[src/rtl/hfc_pkg.sv]
// Shared types for the highway/farm signal controller.
// Assumes: state and light codes are fixed; other blocks decode them.
package hfc_pkg;

    typedef enum logic [1:0] {
        ST_HWY_GO   = 2'd0,
        ST_FARM_WARN = 2'd1,
        ST_HWY_WARN = 2'd2,
        ST_FARM_GO  = 2'd3
    } ctrl_state_t;

    typedef enum logic [1:0] {
        LT_GREEN  = 2'd0,
        LT_RED    = 2'd1,
        LT_YELLOW = 2'd2
    } light_code_t;

endpackage

[src/rtl/hfc_interval_timer.sv]
// Interval counter measured from the last restart pulse.
// Assumes: LONG_CYC >= SHORT_CYC; count saturates at LONG_CYC.
module hfc_interval_timer #(
    parameter int SHORT_CYC = 3,
    parameter int LONG_CYC  = 10,
    parameter int CNT_W     = $clog2(LONG_CYC + 1)
) (
    input  logic clk,
    input  logic rst_n,
    input  logic restart,
    output logic short_done,
    output logic long_done
);
    localparam logic [CNT_W-1:0] SHORT_LIM = CNT_W'(SHORT_CYC);
    localparam logic [CNT_W-1:0] LONG_LIM  = CNT_W'(LONG_CYC);

    logic [CNT_W-1:0] elapsed;

    // Count cycles since the last restart, holding at the long limit.
    always_ff @(posedge clk) begin
        if (!rst_n || restart) begin
            elapsed <= '0;
        end else if (elapsed != LONG_LIM) begin
            elapsed <= elapsed + 1'b1;
        end
    end

    // Compare the count against both interval lengths.
    always_comb begin
        short_done = (elapsed >= SHORT_LIM);
        long_done  = (elapsed >= LONG_LIM);
    end
endmodule

[src/rtl/hfc_next_state.sv]
// Combinational transition logic for the four-state signal sequence.
// Assumes: the timeout flags are measured from entry into the current state.
module hfc_next_state
    import hfc_pkg::*;
(
    input  ctrl_state_t cur,
    input  logic        farm_car,
    input  logic        short_done,
    input  logic        long_done,
    output ctrl_state_t nxt,
    output logic        change
);
    // Choose the successor state and flag a transition.
    always_comb begin
        nxt    = cur;
        change = 1'b0;
        unique case (cur)
            ST_HWY_GO: begin
                if (farm_car && long_done) begin
                    nxt    = ST_HWY_WARN;
                    change = 1'b1;
                end
            end
            ST_HWY_WARN: begin
                if (short_done) begin
                    nxt    = ST_FARM_GO;
                    change = 1'b1;
                end
            end
            ST_FARM_GO: begin
                if (!farm_car || long_done) begin
                    nxt    = ST_FARM_WARN;
                    change = 1'b1;
                end
            end
            ST_FARM_WARN: begin
                if (short_done) begin
                    nxt    = ST_HWY_GO;
                    change = 1'b1;
                end
            end
            default: begin
                nxt    = ST_HWY_GO;
                change = 1'b1;
            end
        endcase
    end
endmodule

[src/rtl/hfc_light_decode.sv]
// Maps the controller state onto the two road light codes.
// Assumes: the green or yellow road is always paired with red on the other.
module hfc_light_decode
    import hfc_pkg::*;
(
    input  ctrl_state_t cur,
    output light_code_t hwy,
    output light_code_t farm
);
    // Decode one light pair per state.
    always_comb begin
        hwy  = LT_RED;
        farm = LT_RED;
        unique case (cur)
            ST_HWY_GO:    hwy  = LT_GREEN;
            ST_HWY_WARN:  hwy  = LT_YELLOW;
            ST_FARM_GO:   farm = LT_GREEN;
            ST_FARM_WARN: farm = LT_YELLOW;
            default:      hwy  = LT_RED;
        endcase
    end
endmodule

[src/rtl/hwy_farm_signal_ctrl.sv]
// Top level: state register, transition logic, interval timer, light decode.
// Assumes: synchronous active-low reset; interval lengths are in clock cycles.
module hwy_farm_signal_ctrl
    import hfc_pkg::*;
#(
    parameter int SHORT_CYC = 3,
    parameter int LONG_CYC  = 10
) (
    input  logic       clk,
    input  logic       rst_n,
    input  logic       farm_car,
    output logic [1:0] hwy_light,
    output logic [1:0] farm_light,
    output logic       tmr_start
);
    localparam int CNT_W = $clog2(LONG_CYC + 1);

    ctrl_state_t state_q;
    ctrl_state_t state_d;
    light_code_t hwy_code;
    light_code_t farm_code;
    logic        short_done;
    logic        long_done;
    logic        change;

    // Hold the current state; reset lands on highway-green.
    always_ff @(posedge clk) begin
        if (!rst_n) begin
            state_q <= ST_HWY_GO;
        end else begin
            state_q <= state_d;
        end
    end

    hfc_interval_timer #(
        .SHORT_CYC (SHORT_CYC),
        .LONG_CYC  (LONG_CYC),
        .CNT_W     (CNT_W)
    ) u_timer (
        .clk        (clk),
        .rst_n      (rst_n),
        .restart    (change),
        .short_done (short_done),
        .long_done  (long_done)
    );

    hfc_next_state u_next (
        .cur        (state_q),
        .farm_car   (farm_car),
        .short_done (short_done),
        .long_done  (long_done),
        .nxt        (state_d),
        .change     (change)
    );

    hfc_light_decode u_lights (
        .cur  (state_q),
        .hwy  (hwy_code),
        .farm (farm_code)
    );

    // Drive the output ports.
    always_comb begin
        hwy_light  = hwy_code;
        farm_light = farm_code;
        tmr_start  = change;
    end
endmodule

[config.mk]
export PLATFORM = sky130hd
export DESIGN_NAME = hwy_farm_signal_ctrl
export DESIGN_NICKNAME = d
export VERILOG_FILES = /design/src/rtl/hfc_pkg.sv /design/src/rtl/hfc_interval_timer.sv /design/src/rtl/hfc_next_state.sv /design/src/rtl/hfc_light_decode.sv /design/src/rtl/hwy_farm_signal_ctrl.sv
export SDC_FILE = /design/constraint.sdc
export NUM_CORES = 1
export LEC_CHECK = 0
export CAP_MARGIN = 20
export CORE_AREA = 2 2 39 41
export CTS_CLUSTER_DIAMETER = 150
export CTS_CLUSTER_SIZE = 16
export DETAILED_ROUTE_END_ITERATION = 10
export DIE_AREA = 0 0 41 43
export GPL_TIMING_DRIVEN = 0
export SLEW_MARGIN = 0
export SYNTH_ARGS = -nofsm -noshare
export SYNTH_HDL_FRONTEND = slang
export SYNTH_HIERARCHICAL = 1
export SYNTH_SLANG_ARGS = --single-unit
[constraint.sdc]
create_clock -name clk -period 3.4 [get_ports clk]
set_input_delay 0.68 -clock clk [delete_from_list [all_inputs] [get_ports clk]]
set_output_delay 0.68 -clock clk [all_outputs]
set_load 0.02 [all_outputs]
# Word-level counts from Yosys, hierarchy flattened
# Index checks and enable logic that the tools add are counted.
# totals
output_inout_bits,5
word_cells,32
inputBits,3
reg_bits,6
# classes
n_eq_ne,8
reduce_logical,8
addsub,1
mux,11
n_lt_le_gt_ge,2
# op_table
cell,n
2-bit 2-to-1 mux,4
2-bit != test (second input constant),4
2-bit one-hot mux with 2 select lines,2
2-bit one-hot mux with 4 select lines,1
4-bit by 1-bit adder with 4-bit output (second input constant),1
2-bit == test (second input constant),2
4-bit by 2-bit >= comparator with 1-bit output (second input constant),1
4-bit >= comparator (second input constant),1
4-bit != test (second input constant),1
4-bit AND reduction,1
1-bit 2-to-1 mux,3
1-bit one-hot mux with 3 select lines,1
2-bit by 1-bit == test with 1-bit output (second input constant),1
1-bit logical NOT,2
2-bit logical NOT,1
1-bit logical OR,2
2-bit OR reduction,1
1-bit logical AND,1

# Logic depth before layout (Yosys ltp)
# depth
depth_word,5
mapped_depth,7
ltp_nobuf,7

# Modules after synthesis
# Netlist, hierarchy kept.
# by_module_without_submodules
module,seq_area_each_um2,area_each_um2,cells_each,instances
hfc_interval_timer,80.1,222.7,22,1
hfc_next_state,0.0,131.4,19,1
hwy_farm_signal_ctrl,40.0,52.6,4,1
hfc_light_decode,0.0,22.5,4,1

# Least setup slack after synthesis
# No wires, ideal clock.
# synth_path
path_type,register to output
start,register u_timer.elapsed[0]
end,output tmr_start
required_time_ns,2.720
path_stages_with_launch,6
slack_ns,1.412
n_path_buf,0
arrival_time_ns,1.308
cell_sequence,dfxtp_1 -> inv_1 -> ha_1 -> o31a_2 -> o22ai_1 -> a22oi_1
# synth_via
elab_chain_cells,4
word_cells_on_any_way,8
cone_classes,order compare: 2; mux: 4; reduce/logical: 2
# synth_rtl
item,line_no,text
"start, declared",hfc_interval_timer.sv:17,logic [CNT_W-1:0] elapsed;
"start signal, assigned",hfc_interval_timer.sv:24,elapsed <= elapsed + 1'b1;
4-bit >= comparator *,hfc_interval_timer.sv:31,long_done = (elapsed >= LONG_LIM);
via long_done,hwy_farm_signal_ctrl.sv:23,logic long_done;
1-bit logical OR or 1-bit logical AND (tied branches),"hfc_next_state.sv:31, hfc_next_state.sv:19",
1-bit 2-to-1 mux (on tied branches),"hfc_next_state.sv:31, hfc_next_state.sv:19",
1-bit one-hot mux with 3 select lines *,hfc_next_state.sv:17,unique case (cur)
"end, declared",hwy_farm_signal_ctrl.sv:14,output logic tmr_start
# The timed path passes the listed nets; every way through them passes the cells marked *.

# Worst setup path in the final report
# Ends and elaborated chain as after synthesis.

==> run metrics <==
post-CTS sizing=0; Final Skew=0.00200 ns; post-synthesis sequential area ratio=0.280; worst reg2reg setup slack=about 1.6 ns; CTS tree=yes; CP arrival=roughly 2.1 ns; WP depth=6; Placed Instances=72; hold crit path type=flop to flop; Via density=4.60; vias in the first global route=about 340; Synth Instances=49; outcome=finished clean; first-pass GRT wire length=1310 um; Setup crit start=u_timer/elapsed[0]$_SDFFE_PP0N_; PD cells=296 mW/mm^2; reg2reg path depth=7; H-tree level count=1; row count=14; Worst setup SP type=flop; hold slack=about 0.54 ns; Crit path max-delay family=compound AO/OA/AOI/OAI gates; IO Port Bufs=7; syn avg cell area=8.76 um^2; Vias=345; Req. time, crit path=about 2.7 ns; Critical Path Fanout Max=4; Die X-Extent=41 um; period utilisation layout=0.828; fillcell total=148; Core Util, Final=0.392; Iter 0 DRT Violations=9; synthesized flop and latch total=6; Setup Buffers After CTS=0; R2R Path End=u_timer/elapsed[1]$_SDFFE_PP0N_; global route overflow=0; slew margin rel.=0.816; hold_buf cts=0; final WL=796 um; IR drop worst, VDD=113 uV; Yosys cell types=25; Buf+Inv Stages, Crit Path=2; endpoints failing setup=0; Slew @ Worst Pin=between 0.2 and 0.3 ns; CTS Buffer Depth=2; synth warn=6; GPL Wtd Cong=0.671; Setup Crit Path Kind=flop to output port; Sink Count=6; Leakage Power=0.247 nW; Setup crit end=tmr_start; Max Cap Viol=0; FMAX=0.355 GHz; Worst-path clk slew=approximately 0.04 ns; Core ar.=0.00138 mm^2; Antenna Nets Post-Route=0; setup TNS=0 ns; io pins=8; Final #Nets=70; final hold viol count=0; Ant. Diodes=0; area grow syn2layout=26.2%; Post-Syn Nets=58; Total GRT Usage=0.113; height of the die=43 um; initial antenna violation count=0; DR WL/cell=about 11 um; worst-skew pair later-pin latency=0.24 ns; CP max stage cell=clkdlybuf4s50_1; CTS root buf=clkbuf_4; largest net degree at the start of global routing=9; cell area after synthesis=429 um^2; worst r2r src=u_timer/elapsed[0]$_SDFFE_PP0N_; die area=between 0.0015 and 0.002 mm^2; Slowest Stage Delay on Critical Path=0.55 ns; RSZ-0062 raised after global routing=no; dpl hpwl=612 um; CP Cell Sequence=inv_1 -> ha_1 -> o31a_2 -> o22ai_1 -> a22oi_1 -> clkdlybuf4s50_1; Power, Total=0.160 mW; Final min period=~2.8 ns; Residual DRC=0; DRT Pass-1 Iters=4; CP Capture Type=output port; Num CTS Buffers=3; layout cell share with drive strength beyond 1=0.136; max-slew violation count=0; Post-Layout Cell Count=75; Initial Util=0.310; hold-critical path depth=2
==> synthesized netlist by cell type <==
cell / number / area (um^2)
clkbuf_1: 1 / 3.75
o21ai_0: 2 / 10.0
a22oi_1: 1 / 7.51
nand3b_1: 1 / 7.51
xnor2_1: 1 / 8.76
ha_1: 6 / 75.1
nand3b_4: 1 / 20.0
mux2i_1: 1 / 10.0
inv_1: 5 / 18.8
and2b_2: 1 / 8.76
nand2b_1: 3 / 18.8
nor2b_1: 2 / 12.5
nand3_1: 1 / 5.00
and2_1: 2 / 12.5
nand2_1: 4 / 15.0
o22ai_1: 1 / 6.26
dfxtp_1: 6 / 120
or3_1: 1 / 6.26
a211oi_2: 1 / 12.5
xor2_1: 1 / 8.76
o311ai_1: 1 / 8.76
a21oi_1: 1 / 5.00
nor2_1: 3 / 11.3
o31a_2: 1 / 10.0
nor2_2: 1 / 6.26
==> worst min path at each step <==
stage	slack, ns	end	startpoint
floorplan	0.49	u_timer/elapsed[2]$_SDFFE_PP0N_	u_timer/elapsed[2]$_SDFFE_PP0N_
global placement	0.52	u_timer/elapsed[2]$_SDFFE_PP0N_	u_timer/elapsed[2]$_SDFFE_PP0N_
detailed placement	0.53	u_timer/elapsed[2]$_SDFFE_PP0N_	u_timer/elapsed[2]$_SDFFE_PP0N_
CTS	0.54	u_timer/elapsed[2]$_SDFFE_PP0N_	u_timer/elapsed[2]$_SDFFE_PP0N_
global route	0.59	u_timer/elapsed[2]$_SDFFE_PP0N_	u_timer/elapsed[2]$_SDFFE_PP0N_
finish	0.54	u_timer/elapsed[2]$_SDFFE_PP0N_	u_timer/elapsed[2]$_SDFFE_PP0N_
==> layout by cell type, fill, tap and decap left out, types with 2 or more instances in the layout <==
cell type	synthesis	routed
inv_1	5	5
clkdlybuf4s50_1	0	7
and2_1	2	2
dfxtp_1	6	6
o21ai_0	2	2
nand2_1	4	4
nor2_1	3	3
nor2b_1	2	2
nand2b_1	3	3
clkbuf_4	0	3
ha_1	6	6
==> flip-flops by register name (all words and copies together) (netlist names) <==
register and flops:
state_q 2, u_timer/elapsed 4
==> tightest hold or removal path, stage by stage (launching register included) <==
cell	delay (ns)
dfxtp_1	0.34
nand2b_1	0.09
a21oi_1	0.06
==> final cells by class <==
class / count / area (um^2) / area share
clock buffer: 3 / 22.5 / 0.0416
timing repair buffer: 7 / 70.1 / 0.129
buffer: 1 / 3.75 / 0.00693
tap: 16 / 20.0 / 0.0370
inverter: 5 / 18.8 / 0.0346
multi-input combinational: 37 / 287 / 0.529
sequential: 6 / 120 / 0.222
==> power by group <==
group / switching, mW / internal, mW / total, mW
clock: 0.0258 / 0.0399 / 0.0658
combinational: 0.00767 / 0.00875 / 0.0164
sequential: 0.00443 / 0.0738 / 0.0782
total: 0.0379 / 0.122 / 0.160
==> cells by family (layout without fill, tap and decap cells) <==
kind of cell               count (synthesis)  count (layout)  synth area share
and+or+nand+nor                           20              20             0.289
AOI/OAI and AO/OA                          8               8             0.140
adders and majority gates                  6               6             0.175
DFF                                        6               6             0.280
buffers and inverters                      6              16            0.0525
xor gates and xnor gates                   2               2            0.0408
muxes                                      1               1            0.0233
==> layer usage <==
layer / GRT usage / wire length, um
met5: 0 / 0
met4: 0.100 / 10
met3: 0.0314 / 47
met2: 0.153 / 350
met1: 0.137 / 386
==> stage by stage <==
stage | cell area [um^2] | worst slack, ns
after floorplan | 429 | 1.41
after global placement | 519 | 0.587
after detailed placement | 519 | 0.607
after CTS | 542 | 0.576
after global routing | 542 | 0.503
final | 542 | 0.583
(Power assumes the default switching activity.)
